`config.mk`:
```
export PLATFORM = sky130hd
export DESIGN_NAME = reloadTimer
export DESIGN_NICKNAME = d
export VERILOG_FILES = /design/src/rtl/timerPkg.sv /design/src/rtl/timerCtrl.sv /design/src/rtl/timerDatapath.sv /design/src/rtl/reloadTimer.sv
export SDC_FILE = /design/constraint.sdc
export NUM_CORES = 1
export LEC_CHECK = 0
export BUFFER_PORTS_ARGS = -buffer_cell sky130_fd_sc_hd__buf_2
export CAP_MARGIN = 20
export CELL_PAD_IN_SITES_DETAIL_PLACEMENT = 0
export CELL_PAD_IN_SITES_GLOBAL_PLACEMENT = 1
export CORE_MARGIN = 2
export CORE_UTILIZATION = 35
export CTS_BUF_LIST = sky130_fd_sc_hd__clkbuf_4 sky130_fd_sc_hd__clkbuf_8
export DETAILED_ROUTE_END_ITERATION = 10
export PLACE_DENSITY = 0.65
export SETUP_SLACK_MARGIN = 0.5
export SYNTH_ARGS = -nofsm -noshare
export SYNTH_HDL_FRONTEND = slang
export SYNTH_SLANG_ARGS = --single-unit
```
`constraint.sdc`:
```
create_clock -name clk -period 1.7 [get_ports clk]
set_input_delay 0.425 -clock clk [delete_from_list [all_inputs] [get_ports clk]]
set_output_delay 0.425 -clock clk [all_outputs]
set_load 0.02 [all_outputs]
```
`src/rtl/timerPkg.sv`:
```
package timerPkg;
  typedef enum logic [1:0] {
    ADDR_COUNT  = 2'd0,
    ADDR_PERIOD = 2'd1,
    ADDR_CMP    = 2'd2,
    ADDR_CTRL   = 2'd3
  } regAddr_t;

  localparam int CTRL_BITS = 4;

  typedef struct packed {
    logic loadPeriod;
    logic loadCount;
    logic writeCmp;
    logic captureCmp;
    logic snapCmp;
    logic run;
    logic fullTc;
    logic cmpLe;
    logic irqCmp;
  } ctrlStrobes_t;
endpackage

```
`src/rtl/timerCtrl.sv`:
```
module timerCtrl
  import timerPkg::*;
#(
  parameter int WIDTH = 8
) (
  input  logic             clk,
  input  logic             rstN,
  input  logic [1:0]       busAddr,
  input  logic             busWr,
  input  logic             busRd,
  input  logic [WIDTH-1:0] busWdata,
  input  logic             captureIn,
  output ctrlStrobes_t     strb,
  output logic [CTRL_BITS-1:0] ctrlBits
);
  logic [CTRL_BITS-1:0] ctrlReg;
  regAddr_t addr;

  assign addr = regAddr_t'(busAddr);

  always_ff @(posedge clk or negedge rstN) begin
    if (!rstN) ctrlReg <= '0;
    else if (busWr && addr == ADDR_CTRL) ctrlReg <= busWdata[CTRL_BITS-1:0];
  end

  always_comb begin
    strb.run        = ctrlReg[0];
    strb.fullTc     = ctrlReg[1];
    strb.cmpLe      = ctrlReg[2];
    strb.irqCmp     = ctrlReg[3];
    strb.loadPeriod = busWr && addr == ADDR_PERIOD;
    strb.loadCount  = busWr && addr == ADDR_PERIOD && !ctrlReg[0];
    strb.writeCmp   = busWr && addr == ADDR_CMP && !ctrlReg[0];
    strb.captureCmp = captureIn && ctrlReg[0];
    strb.snapCmp    = busRd && addr == ADDR_COUNT && !ctrlReg[0];
  end

  assign ctrlBits = ctrlReg;

  // no bus write to compare may be granted while running
  assert_cmp_write_lock_R9: assert property (@(posedge clk) disable iff (!rstN)
    ctrlBits[0] |-> !strb.writeCmp);
  // capture is never granted while stopped
  assert_capture_gate_R7: assert property (@(posedge clk) disable iff (!rstN)
    !ctrlBits[0] |-> !strb.captureCmp);
endmodule

```
`src/rtl/timerDatapath.sv`:
```
module timerDatapath
  import timerPkg::*;
#(
  parameter int WIDTH = 8
) (
  input  logic             clk,
  input  logic             rstN,
  input  ctrlStrobes_t     strb,
  input  logic [WIDTH-1:0] busWdata,
  output logic [WIDTH-1:0] cmpVal,
  output logic             terminalCount,
  output logic             compareOut,
  output logic             irqOut
);
  localparam logic [WIDTH-1:0] ZERO = '0;
  localparam logic [WIDTH-1:0] ONE  = WIDTH'(1);

  logic [WIDTH-1:0] countReg, periodReg, cmpReg;
  logic             cmpPrev, atZero;

  assign atZero = countReg == ZERO;

  always_ff @(posedge clk or negedge rstN) begin
    if (!rstN) begin
      countReg  <= '0;
      periodReg <= '0;
      cmpReg    <= '0;
      cmpPrev   <= 1'b0;
    end else begin
      if (strb.loadPeriod) periodReg <= busWdata;
      if (strb.loadCount) countReg <= busWdata;
      else if (strb.run) countReg <= atZero ? periodReg : countReg - ONE;
      if (strb.writeCmp) cmpReg <= busWdata;
      else if (strb.captureCmp || strb.snapCmp) cmpReg <= countReg;
      cmpPrev <= compareOut;
    end
  end

  always_comb begin
    compareOut    = strb.run && (strb.cmpLe ? (countReg <= cmpReg) : (countReg < cmpReg));
    terminalCount = strb.run && atZero && (strb.fullTc || !clk);
    irqOut        = strb.run && (strb.irqCmp ? (compareOut && !cmpPrev) : atZero);
  end

  assign cmpVal = cmpReg;

  // a running nonzero count steps down by one
  assert_decrement_R2: assert property (@(posedge clk) disable iff (!rstN)
    (strb.run && !atZero) |=> countReg == $past(countReg) - ONE);
  // reload uses the period held before the edge
  assert_reload_R4: assert property (@(posedge clk) disable iff (!rstN)
    (strb.run && atZero) |=> countReg == $past(periodReg));
  // stopped period write lands in the count
  assert_stopped_load_R3: assert property (@(posedge clk) disable iff (!rstN)
    strb.loadCount |=> countReg == $past(busWdata));
  // compare value only moves through a granted path
  assert_cmp_hold_R9: assert property (@(posedge clk) disable iff (!rstN)
    (!strb.writeCmp && !strb.captureCmp && !strb.snapCmp) |=> $stable(cmpReg));
  // full-cycle mode holds the output through a zero count
  assert_full_tc_R6: assert property (@(posedge clk) disable iff (!rstN)
    (strb.run && strb.fullTc && atZero) |-> terminalCount);
endmodule

```
`src/rtl/reloadTimer.sv`:
```
module reloadTimer
  import timerPkg::*;
#(
  parameter int WIDTH = 8
) (
  input  logic             clk,
  input  logic             rstN,
  input  logic [1:0]       busAddr,
  input  logic             busWr,
  input  logic             busRd,
  input  logic [WIDTH-1:0] busWdata,
  output logic [WIDTH-1:0] busRdata,
  input  logic             captureIn,
  output logic             terminalCount,
  output logic             compareOut,
  output logic             irqOut
);
  ctrlStrobes_t          strb;
  logic [CTRL_BITS-1:0]  ctrlBits;
  logic [WIDTH-1:0]      cmpVal;

  timerCtrl #(.WIDTH(WIDTH)) uCtrl (
    .clk(clk), .rstN(rstN), .busAddr(busAddr), .busWr(busWr), .busRd(busRd),
    .busWdata(busWdata), .captureIn(captureIn), .strb(strb), .ctrlBits(ctrlBits)
  );

  timerDatapath #(.WIDTH(WIDTH)) uPath (
    .clk(clk), .rstN(rstN), .strb(strb), .busWdata(busWdata), .cmpVal(cmpVal),
    .terminalCount(terminalCount), .compareOut(compareOut), .irqOut(irqOut)
  );

  always_comb begin
    case (regAddr_t'(busAddr))
      ADDR_CMP:  busRdata = cmpVal;
      ADDR_CTRL: busRdata = WIDTH'(ctrlBits);
      default:   busRdata = '0;
    endcase
  end

  // no interrupt while stopped
  assert_irq_stopped_R11: assert property (@(posedge clk) disable iff (!rstN)
    !ctrlBits[0] |-> !irqOut);
endmodule

```
==> run metrics, run 1 <==
status=finished with violations; failing checks=setup timing; Nets=274; Post-DP Area=2380 sq um; dpl hpwl=3.47 mm; commonest non-fill, non-tap cells in the layout=32 x buf_4, 25 x dfrtp_1, 23 x buf_6; 1st-iter DRT viols=46; first-pass GRT wire length=7.87 mm; initial antenna violation count=0; r2r worst-path depth=10; worst skew pair latency=0.28 ns; Synth cell types=34; htree depth=2; router iterations before antenna repair=4; Net Count, Synth=207; Req. time, crit path=1.27 ns; final antenna diode count=0; Mapped Cells=182; placed cell count=301; RR Startpoint=uPath.countReg[1]$_DFFE_PN0P_; vias in the first global route=1597; detailed-route DRC error count=0; initial core utilization=36.0%; WS Path Type=reg -> out; R2R setup slack=-0.18 ns; core region area=5040 sq um; unrepaired setup endpoints after global routing=true; Setup violations, final=11; synthesis-to-layout area growth=50.7%; Root Buffer=clkbuf_8; Routed Wire Length=4.72 mm; remaining antenna violation count=0; Design Area, Final=2730 sq um; Tot GR Track Use=17.5%; Leak=1.32 nW; crit-path max FO=3; CP startpoint kind=flip-flop; final hold viol count=0; Setup TNS=-2.13 ns; fin crit period=2.22 ns; Layout Skew=0.00722 ns; Non-Filler Instances=320; flops & latches, synth=29; CTS tree=yes; final worst path period share=131%; Placer Congestion=0.786; vias=1585; largest area contributor in the netlist=dfrtp_1; GRT overflow=0; Die W=76.0 um; fill count=469; I/O Pins=26; Pins Over Slew Limit=0; Multi-input gate area=1180 sq um; Slew HR=68.2%; Port Buf Inserts=25; total CTS buffers=5; synthesized area=1810 sq um; Worst Path Arrival=1.80 ns; Max-Cap Viols=0; start point of the critical path=uPath.countReg[1]$_DFFE_PN0P_; Die ar.=5770 sq um; Final Util=54.2%; Slew @ Worst Pin=0.477 ns; Area contributors post-synth=dfrtp_1 40%, mux2i_1 9.9%, mux2_2 9.3%; share of layout cells above drive strength 1=49.6%; mean post-synth cell area=9.96 sq um; setup ws final=-0.522 ns; Ys Warns=0; element type at the critical path end=output port; # rows=26; wire length per cell=14.7 um; sequential element share of the synthesized area=40.0%; worst min path class=in -> async; vias per cell=4.95; DIE HEIGHT=76.0 um; total power divided by cell area=1620 nW/um^2; largest net degree at the start of global routing=21; Max Clk Rate=450 MHz; area share of the largest cell type after synthesis=40.0%; Max VDD drop=690 uV; Max Root-Sink Buffers=2; most common cell after layout, fill and taps aside=buf_4; Reg area=731 sq um; R2R Path End=uPath.countReg[1]$_DFFE_PN0P_; Clock Pin Slew Worst Setup and Hold Paths=0.07 ns
==> power breakdown <==
group          internal [W]  switching [W]  total (W)
Sequential         0.000951       0.000234    0.00119
Clock              0.000327       0.000289   0.000616
Combinational       0.00151        0.00112    0.00263
==> kinds of logic (layout without fill, tap and decap cells) <==
| group | count (synthesis) | in the layout | share of synthesized area (%) |
|---|---|---|---|
| AOI/OAI and AO/OA | 38 | 38 | 12.1 |
| DFF | 29 | 29 | 40.0 |
| buffers and inverters | 19 | 87 | 4.62 |
| and+or+nand+nor | 49 | 49 | 15.1 |
| xor gates and xnor gates | 4 | 4 | 1.93 |
| adders and majority gates | 10 | 10 | 6.90 |
| muxes | 33 | 33 | 19.3 |
==> worst max path at each step <==
stage | to | slack (ns)
CTS | irqOut | -0.52
detailed placement | compareOut | -0.24
finish | irqOut | -0.52
global placement | irqOut | -0.22
global route | irqOut | -0.62
floorplan | irqOut | -0.15
==> area by class of cell <==
type	count	area share (%)
Multi-Input combinational cell	134	43.2
Sequential cell	29	26.8
Timing Repair Buffer	68	21.5
Clock buffer	7	3.44
Tap cell	70	3.21
Inverter	9	1.42
Clock inverter	3	0.458
==> sequential cells by signal, indices dropped and copies added, names as in the netlist <==
name and cells:
uPath.periodReg 8, uCtrl.ctrlBits 4, uPath.cmpVal 8, uPath.countReg 8, uPath.cmpPrev 1
==> worst max-delay path, cell delays in order (launching register included) <==
cell and delay, ns:
dfrtp_1 0.42, buf_4 0.16, inv_4 0.05, ha_4 0.12, nor2b_4 0.13, nand3b_1 0.16, o22ai_1 0.19, o21a_2 0.16
buf_6 0.11
==> cell usage after synthesis <==
library cell,count
nand2_1,15
nor3_1,4
o22ai_1,1
and2_1,5
nor4_4,1
o31ai_1,1
mux2_2,15
dfrtp_1,29
nor2b_1,7
a21o_1,1
a21oi_1,8
a21oi_2,1
ha_1,10
clkbuf_2,2
nor4b_1,1
and3b_1,1
o21a_1,1
inv_1,10
a31oi_1,2
nand3b_1,2
nor2_1,5
nand3_1,1
xnor2_1,4
nand2b_1,2
clkbuf_1,3
o21ai_0,17
nor3b_1,1
o211ai_1,5
o21bai_1,1
buf_2,2
buf_4,2
mux2i_1,18
or3_1,2
nand4_1,2
==> routing by layer <==
metal  routed length, um  vias to the layer above  track usage, %
met5                   0                        -               0
met4                  75                        0            5.27
met3                 138                       10            4.86
met2                2220                       26            28.5
met1                2280                      767            22.8
li1                    -                      782               -
==> stage by stage <==
stage,hold WS (ns),power [W],worst slack (ns)
after CTS,0.107,0.00428,-0.523
after floorplan,0.129,0.00254,-0.149
after detailed placement,0.417,0.00336,-0.238
after global routing,0.114,0.00478,-0.625
final,0.0909,0.00444,-0.522
after global placement,0.417,0.00332,-0.221
==> timing repair <==
item	in CTS	in global routing
hold buffers	0	0
setup endpoints to repair	30	29
pin swaps	10	3
gates resized for setup	40	12
setup buffers	9	2
No activity file was read; power rests on OpenSTA's default activity.
==> run 2: changes to the inputs <==
--- a/config.mk
+++ b/config.mk
@@ -11,8 +11,9 @@
 export CELL_PAD_IN_SITES_GLOBAL_PLACEMENT = 1
 export CORE_MARGIN = 2
 export CORE_UTILIZATION = 35
-export CTS_BUF_LIST = sky130_fd_sc_hd__clkbuf_4 sky130_fd_sc_hd__clkbuf_8
+export CTS_BUF_LIST = sky130_fd_sc_hd__clkbuf_4
 export DETAILED_ROUTE_END_ITERATION = 10
+export GPL_TIMING_DRIVEN = 0
 export PLACE_DENSITY = 0.65
 export SETUP_SLACK_MARGIN = 0.5
 export SYNTH_ARGS = -nofsm -noshare
==> run 2 against run 1 <==
  * The run still ends with setup timing left
  * Worst setup slack lost 0.075 ns
  * Sequential cell count is the same
  * Sequential share of layout area grew 0.77 points
  * Die area is the same
==> run metrics, run 2 (synthesis results as in run 1) <==
synthesis-to-layout area growth=47.2% (was 50.7%); M2 GR Usage=29.6% (was 28.5%); vias=1569 (was 1585); Slew HR=54.3% (was 68.2%); Die W=76.0 um (unchanged); Setup violations, final=10 (was 11); worst skew pair latency=0.33 ns (was 0.28 ns); Layout Skew=0.0141 ns (was 0.00722 ns); status=finished with violations (unchanged); Req. time, crit path=1.27 ns (about the same); Max Root-Sink Buffers=2 (unchanged); Tot GR Track Use=18.0% (was 17.5%); Clock Pin Slew Worst Setup and Hold Paths=0.10 ns (was 0.07 ns); worst min path class=in -> async (unchanged); final worst path period share=135% (was 131%); WS Path Type=reg -> out (unchanged); most common cell after layout, fill and taps aside=dfrtp_1 (was buf_4); Max-Cap Viols=0 (unchanged); I/O Pins=26 (unchanged); Root Buffer=clkbuf_4 (was clkbuf_8); Pins Over Slew Limit=0 (unchanged); pre-CTS WS=-0.418 ns (was -0.238 ns); total CTS buffers=5 (unchanged); GRT overflow=0 (unchanged); vias per cell=5.03 (was 4.95); crit-path max FO=4 (was 3); CTS tree=yes (unchanged); Most Crowded Layer GR=met2 (unchanged); initial core utilization=36.0% (unchanged); fin crit period=2.30 ns (was 2.22 ns); 1st-iter DRT viols=74 (was 46); Routed Wire Length=5.10 mm (was 4.72 mm); setup ws final=-0.597 ns (was -0.522 ns); r2r worst-path depth=9 (was 10); met1 GRT Util=23.5% (was 22.8%); failing checks=setup timing (unchanged); Max Clk Rate=435 MHz (was 450 MHz); Max VDD drop=604 uV (was 690 uV); Worst Path Arrival=1.87 ns (was 1.80 ns); Placer Congestion=0.808 (was 0.786); share of layout cells above drive strength 1=50.8% (was 49.6%); Final Util=52.9% (was 54.2%); core region area=5040 sq um (unchanged); Leak=1.28 nW (was 1.32 nW); remaining antenna violation count=0 (unchanged); CP startpoint kind=flip-flop (unchanged); detailed-route DRC error count=0 (unchanged); DIE HEIGHT=76.0 um (unchanged); RR Startpoint=uPath.countReg[5]$_DFFE_PN0P_ (was uPath.countReg[1]$_DFFE_PN0P_); unrepaired setup endpoints after global routing=true (unchanged); R2R setup slack=-0.27 ns (was -0.18 ns); router iterations before antenna repair=4 (unchanged); Port Buf Inserts=24 (was 25); vias in the first global route=1610 (was 1597); Nets=266 (was 274); met3 Use GR=4.38% (was 4.86%); final hold viol count=0 (unchanged); first-pass GRT wire length=8.27 mm (was 7.87 mm); total power divided by cell area=1530 nW/um^2 (was 1620 nW/um^2); initial antenna violation count=0 (unchanged); final antenna diode count=0 (unchanged); Die ar.=5770 sq um (unchanged); wire length per cell=16.3 um (was 14.7 um); dpl hpwl=3.29 mm (was 3.47 mm); element type at the critical path end=output port (unchanged); R2R Path End=uPath.countReg[4]$_DFFE_PN0P_ (was uPath.countReg[1]$_DFFE_PN0P_); WHS=0.128 ns (was 0.0909 ns); Slew @ Worst Pin=0.686 ns (was 0.477 ns); htree depth=2 (unchanged); # rows=26 (unchanged); commonest non-fill, non-tap cells in the layout=22 x dfrtp_1, 21 x buf_4, 19 x buf_6 (was 32 x buf_4, 25 x dfrtp_1, 23 x buf_6); largest net degree at the start of global routing=30 (was 21)
[run 2: cell count changes in the layout (fill, tap and decap cells not counted), sizes merged]
cell / previous run / this run
buf: 69 / 57
inv: 11 / 12
clkbuf: 6 / 9
[run 2: worst max-delay path: stages, from the launching register on]
cell and delay [ns]:
dfrtp_2 0.45, buf_6 0.13, nor4_4 0.23, nand3b_1 0.22
buf_4 0.21, buf_6 0.12, nor2_4 0.07, buf_6 0.12
[run 2: metrics by stage]
stage | TNS, ns | cells | power (W) | cell area [sq um]
final | -3.23 | 312 | 0.00408 | 2670
after global routing | -4.17 | 312 | 0.00441 | 2670
after CTS | -1.72 | 301 | 0.00385 | 2510
after detailed placement | -2.42 | 276 | 0.00296 | 2190
after global placement | -2.42 | 276 | 0.00292 | 2190
after floorplan | -0.299 | 182 | 0.00254 | 1990
[run 2: worst max path at each step]
| stage | from | endpoint | slack (ns) | cells after the start |
|---|---|---|---|---|
| after floorplan | uPath.countReg[1]$_DFFE_PN0P_ | irqOut | -0.15 | 6 |
| after global placement | uPath.countReg[1]$_DFFE_PN0P_ | irqOut | -0.41 | 7 |
| after detailed placement | uPath.countReg[1]$_DFFE_PN0P_ | irqOut | -0.42 | 7 |
| after CTS | uPath.countReg[1]$_DFFE_PN0P_ | irqOut | -0.60 | 7 |
| after global routing | uPath.countReg[5]$_DFFE_PN0P_ | terminalCount | -0.70 | 7 |
| final | uPath.countReg[5]$_DFFE_PN0P_ | terminalCount | -0.60 | 7 |
[run 2: power breakdown]
part,leakage [nW],switching (W),internal [W],total [W]
sequential,0.339,0.000250,0.000956,0.00121
clock,0.0506,0.000267,0.000158,0.000424
combinational,0.889,0.00111,0.00134,0.00245
[run 2: area by class of cell]
type,instances,area [sq um]
Fill cell,482,2370
Multi-Input combinational cell,134,1190
Sequential cell,29,734
Timing Repair Buffer,51,447
Buffer,9,106
Tap cell,70,87.6
Clock buffer,6,48.8
Inverter,9,38.8
Clock inverter,4,16.3
[run 2: layer usage]
metal / wire [um] / part of all wire (%)
met4: 27 / 0.53
met3: 114 / 2.2
met5: 0 / 0
met1: 2410 / 47
met2: 2550 / 50
[run 2: repair_timing]
item | 4_1_cts | 5_1_grt
setup endpoints to repair | 38 | 29
gates resized for setup | 41 | 15
hold buffers | 0 | 0
buffers inserted | 17 | 11
pin swaps | 10 | 9
==> run 3: changes to the inputs <==
--- a/config.mk
+++ b/config.mk
@@ -11,11 +11,11 @@
 export CELL_PAD_IN_SITES_GLOBAL_PLACEMENT = 1
 export CORE_MARGIN = 2
 export CORE_UTILIZATION = 35
-export CTS_BUF_LIST = sky130_fd_sc_hd__clkbuf_4
 export DETAILED_ROUTE_END_ITERATION = 10
 export GPL_TIMING_DRIVEN = 0
 export PLACE_DENSITY = 0.65
 export SETUP_SLACK_MARGIN = 0.5
 export SYNTH_ARGS = -nofsm -noshare
 export SYNTH_HDL_FRONTEND = slang
+export SYNTH_HIERARCHICAL = 1
 export SYNTH_SLANG_ARGS = --single-unit
==> run 3 against run 2 <==
  * The run still ends with setup timing left
  * Clock skew rose by 0.16 ns
  * Worst setup slack got worse by 0.057 ns
  * Clock power rose by 83%
  * Combinational power fell by 7%
  * Non-clock buffer count fell by 3
  * First-iteration DRC count fell by 34%
  * Count of clock-buffer cells in the layout rose by 6
  * Critical path depth rose by 1
  * Register-to-register slack improved by 0.04 ns
  * Critical endpoint is now irqOut
  * Largest cell class unchanged
  * Largest power group unchanged
  * Highest routed layer unchanged
==> run metrics, run 3 <==
met1 GRT Util=24.8% (was 23.5%); I/O Pins=26 (unchanged); Post-synth EDFFs=0 (unchanged); Ys Warns=6 (was 0); # hold bufs at CTS=0 (unchanged); R2R Path End=uPath/countReg[4]$_DFFE_PN0P_ (was uPath.countReg[4]$_DFFE_PN0P_); Die ar.=5960 sq um (was 5770 sq um); CP startpoint kind=flip-flop (unchanged); initial core utilization=36.5% (was 36.0%); sequential element share of the synthesized area=38.7% (was 40.0%); htree depth=2 (unchanged); Net Count, Synth=224 (was 207); Clk pwr share=18.0% (was 10.4%); Max Root-Sink Buffers=2 (unchanged); Placer Congestion=0.737 (was 0.808); Root Buffer=clkbuf_8 (was clkbuf_4); core region area=5140 sq um (was 5040 sq um); final worst path period share=138% (was 135%); detailed-route DRC error count=0 (unchanged); Max Clk Rate=425 MHz (was 435 MHz); CP Capture Point=irqOut (was terminalCount); Reg power frac=28.7% (was 29.6%); flops & latches, synth=29 (unchanged); wire length per cell=15.3 um (was 16.3 um); r2r worst-path depth=8 (was 9); largest area contributor in the netlist=dfrtp_1 (unchanged); Max-Cap Viols=0 (unchanged); most common cell after layout, fill and taps aside=buf_4 (was dfrtp_1); synthesis-to-layout area growth=42.5% (was 47.2%); Port Buf Inserts=25 (was 24); Slew @ Worst Pin=0.686 ns (about the same); Non-Filler Instances=326 (was 312); vias in the first global route=1621 (was 1610); Layout Skew=0.172 ns (was 0.0141 ns); worst min path class=in -> async (unchanged); CTS tree=yes (unchanged); Synth cell types=42 (was 34); Setup violations, final=12 (was 10); worst skew pair latency=0.43 ns (was 0.33 ns); WS Path Type=reg -> out (unchanged); fill count=499 (was 482); dpl hpwl=3.33 mm (was 3.29 mm); commonest non-fill, non-tap cells in the layout=24 x buf_4, 23 x dfrtp_1, 20 x o21ai_1 (was 22 x dfrtp_1, 21 x buf_4, 19 x buf_6); unrepaired setup endpoints after global routing=true (unchanged); vias per cell=4.93 (was 5.03); Most Crowded Layer GR=met2 (unchanged); Leak=1.21 nW (was 1.28 nW); Die W=77.2 um (was 76.0 um); initial antenna violation count=0 (unchanged); status=finished with violations (unchanged); Req. time, crit path=1.27 ns (about the same); Post-DP Area=2160 sq um (was 2190 sq um); crit-path max FO=3 (was 4); R2R setup slack=-0.23 ns (was -0.27 ns); switch share=39.0% (was 40.0%); final hold viol count=0 (unchanged); vias=1607 (was 1569); Pins Over Slew Limit=0 (unchanged); # rows=26 (unchanged); asr flop ratio synth=100% (unchanged); internal power=0.00262 W (was 0.00245 W); first-pass GRT wire length=8.30 mm (was 8.27 mm); top post-synthesis cells by count=29 x dfrtp_1, 25 x o21ai_0, 19 x nand2_1, 13 x mux2i_1, 12 x a21oi_1 (was 29 x dfrtp_1, 18 x mux2i_1, 17 x o21ai_0, 15 x mux2_2, 15 x nand2_1); Clock Pin Slew Worst Setup and Hold Paths=0.06 ns (was 0.10 ns); Setup TNS=-2.61 ns (was -3.23 ns); M2 GR Usage=28.9% (was 29.6%); Pwr Total=0.00429 W (was 0.00408 W); met3 Use GR=3.76% (was 4.38%); Area contributors post-synth=dfrtp_1 39%, mux2i_1 6.9%, ha_1 6.7% (was dfrtp_1 40%, mux2i_1 9.9%, mux2_2 9.3%); mean post-synth cell area=9.43 sq um (was 9.96 sq um); Post-synth top flop=dfrtp_1 (unchanged); setup ws final=-0.654 ns (was -0.597 ns); RR Startpoint=uPath/countReg[0]$_DFFE_PN0P_ (was uPath.countReg[5]$_DFFE_PN0P_); GRT overflow=0 (unchanged); 1st-iter DRT viols=49 (was 74); Max VDD drop=718 uV (was 604 uV); share of layout cells above drive strength 1=45.3% (was 50.8%); Design Area, Final=2670 sq um (about the same); DIE HEIGHT=77.2 um (was 76.0 um); remaining antenna violation count=0 (unchanged); largest net degree at the start of global routing=30 (unchanged); combinational fraction of design power=53.3% (was 60.0%); Routed Wire Length=4.98 mm (was 5.10 mm); router iterations before antenna repair=4 (unchanged); total power divided by cell area=1610 nW/um^2 (was 1530 nW/um^2); total CTS buffers=5 (unchanged); failing checks=setup timing (unchanged); Tot GR Track Use=18.2% (was 18.0%); Final Util=52.0% (was 52.9%); final antenna diode count=0 (unchanged); Worst Path Arrival=1.93 ns (was 1.87 ns); Slew HR=54.3% (about the same); element type at the critical path end=output port (unchanged); placed cell count=294 (was 276); fin crit period=2.35 ns (was 2.30 ns); P_sw=0.00168 W (was 0.00163 W); synthesized area=1880 sq um (was 1810 sq um); Nets=280 (was 266); Mapped Cells=199 (was 182); start point of the critical path=uPath/countReg[0]$_DFFE_PN0P_ (was uPath.countReg[5]$_DFFE_PN0P_); area share of the largest cell type after synthesis=38.7% (was 40.0%); top-count cell post-synth=dfrtp_1 (unchanged)
run 3: how the worst min path moves through the flow:
| stage | startpoint | to | cells past startpoint |
|---|---|---|---|
| floorplan | rstN | uCtrl/ctrlBits[0]$_DFFE_PN0P_ | 0 |
| global placement | uPath/periodReg[3]$_DFFE_PN0P_ | uPath/periodReg[3]$_DFFE_PN0P_ | 1 |
| detailed placement | uPath/periodReg[6]$_DFFE_PN0P_ | uPath/periodReg[6]$_DFFE_PN0P_ | 1 |
| CTS | rstN | uCtrl/ctrlBits[2]$_DFFE_PN0P_ | 1 |
| global route | rstN | uCtrl/ctrlBits[2]$_DFFE_PN0P_ | 1 |
| finish | rstN | uCtrl/ctrlBits[2]$_DFFE_PN0P_ | 1 |
run 3: area by class of cell:
class	instances	area [sq um]	area share, %
timing repair buffer	45	385	14.4
clock inverter	1	3.75	0.140
inverter	10	37.5	1.40
clock buffer	12	129	4.82
buffer	12	92.6	3.46
tap	70	87.6	3.28
sequential	29	733	27.4
multi-input combinational	147	1200	45.1
run 3: routing by layer:
| layer | vias up | wire, um |
|---|---|---|
| li1 | 807 | - |
| met1 | 771 | 2440 |
| met2 | 21 | 2360 |
| met3 | 8 | 114 |
| met4 | 0 | 61 |
| met5 | - | 0 |
run 3: cell families after synthesis:
kind of cell	after synthesis	share of synthesized area [%]
muxes	25	14.1
AOI/OAI and AO/OA	48	13.8
adders and majority gates	10	6.67
buffers and inverters	23	5.87
DFF	29	38.7
xor gates and xnor gates	2	0.934
and+or+nand+nor	62	19.9
run 3: worst max-delay path, stage by stage, from the launching register on:
cell and delay (ns):
dfrtp_2 0.41, inv_2 0.08, ha_4 0.12, or3b_4 0.37, nand2b_4 0.16, buf_8 0.13, o22ai_2 0.12, o21a_2 0.14
buf_6 0.11
run 3: metrics by stage:
step,setup WS [ns],hold slack [ns]
after global placement,-0.571,0.484
after floorplan,-0.312,0.129
after global routing,-0.729,0.0961
after detailed placement,-0.589,0.490
final,-0.654,0.0475
after CTS,-0.680,0.0712
run 3: power by group through the flow:
| stage | logic (W) | clock network, W | registers, W |
|---|---|---|---|
| detailed placement | 0.00160 | 0.0000157 | 0.00126 |
| global route | 0.00255 | 0.000842 | 0.00128 |
| global placement | 0.00159 | 0.0000157 | 0.00126 |
| floorplan | 0.00128 | 0.0000145 | 0.00116 |
| CTS | 0.00202 | 0.000793 | 0.00124 |
| finish | 0.00229 | 0.000774 | 0.00123 |
run 3: repair_timing:
item,in CTS,in global routing
pin swaps,10,11
resized for setup,62,16
setup endpoints to repair,30,29
endpoints found under the hold margin,0,0
buffers inserted,17,7
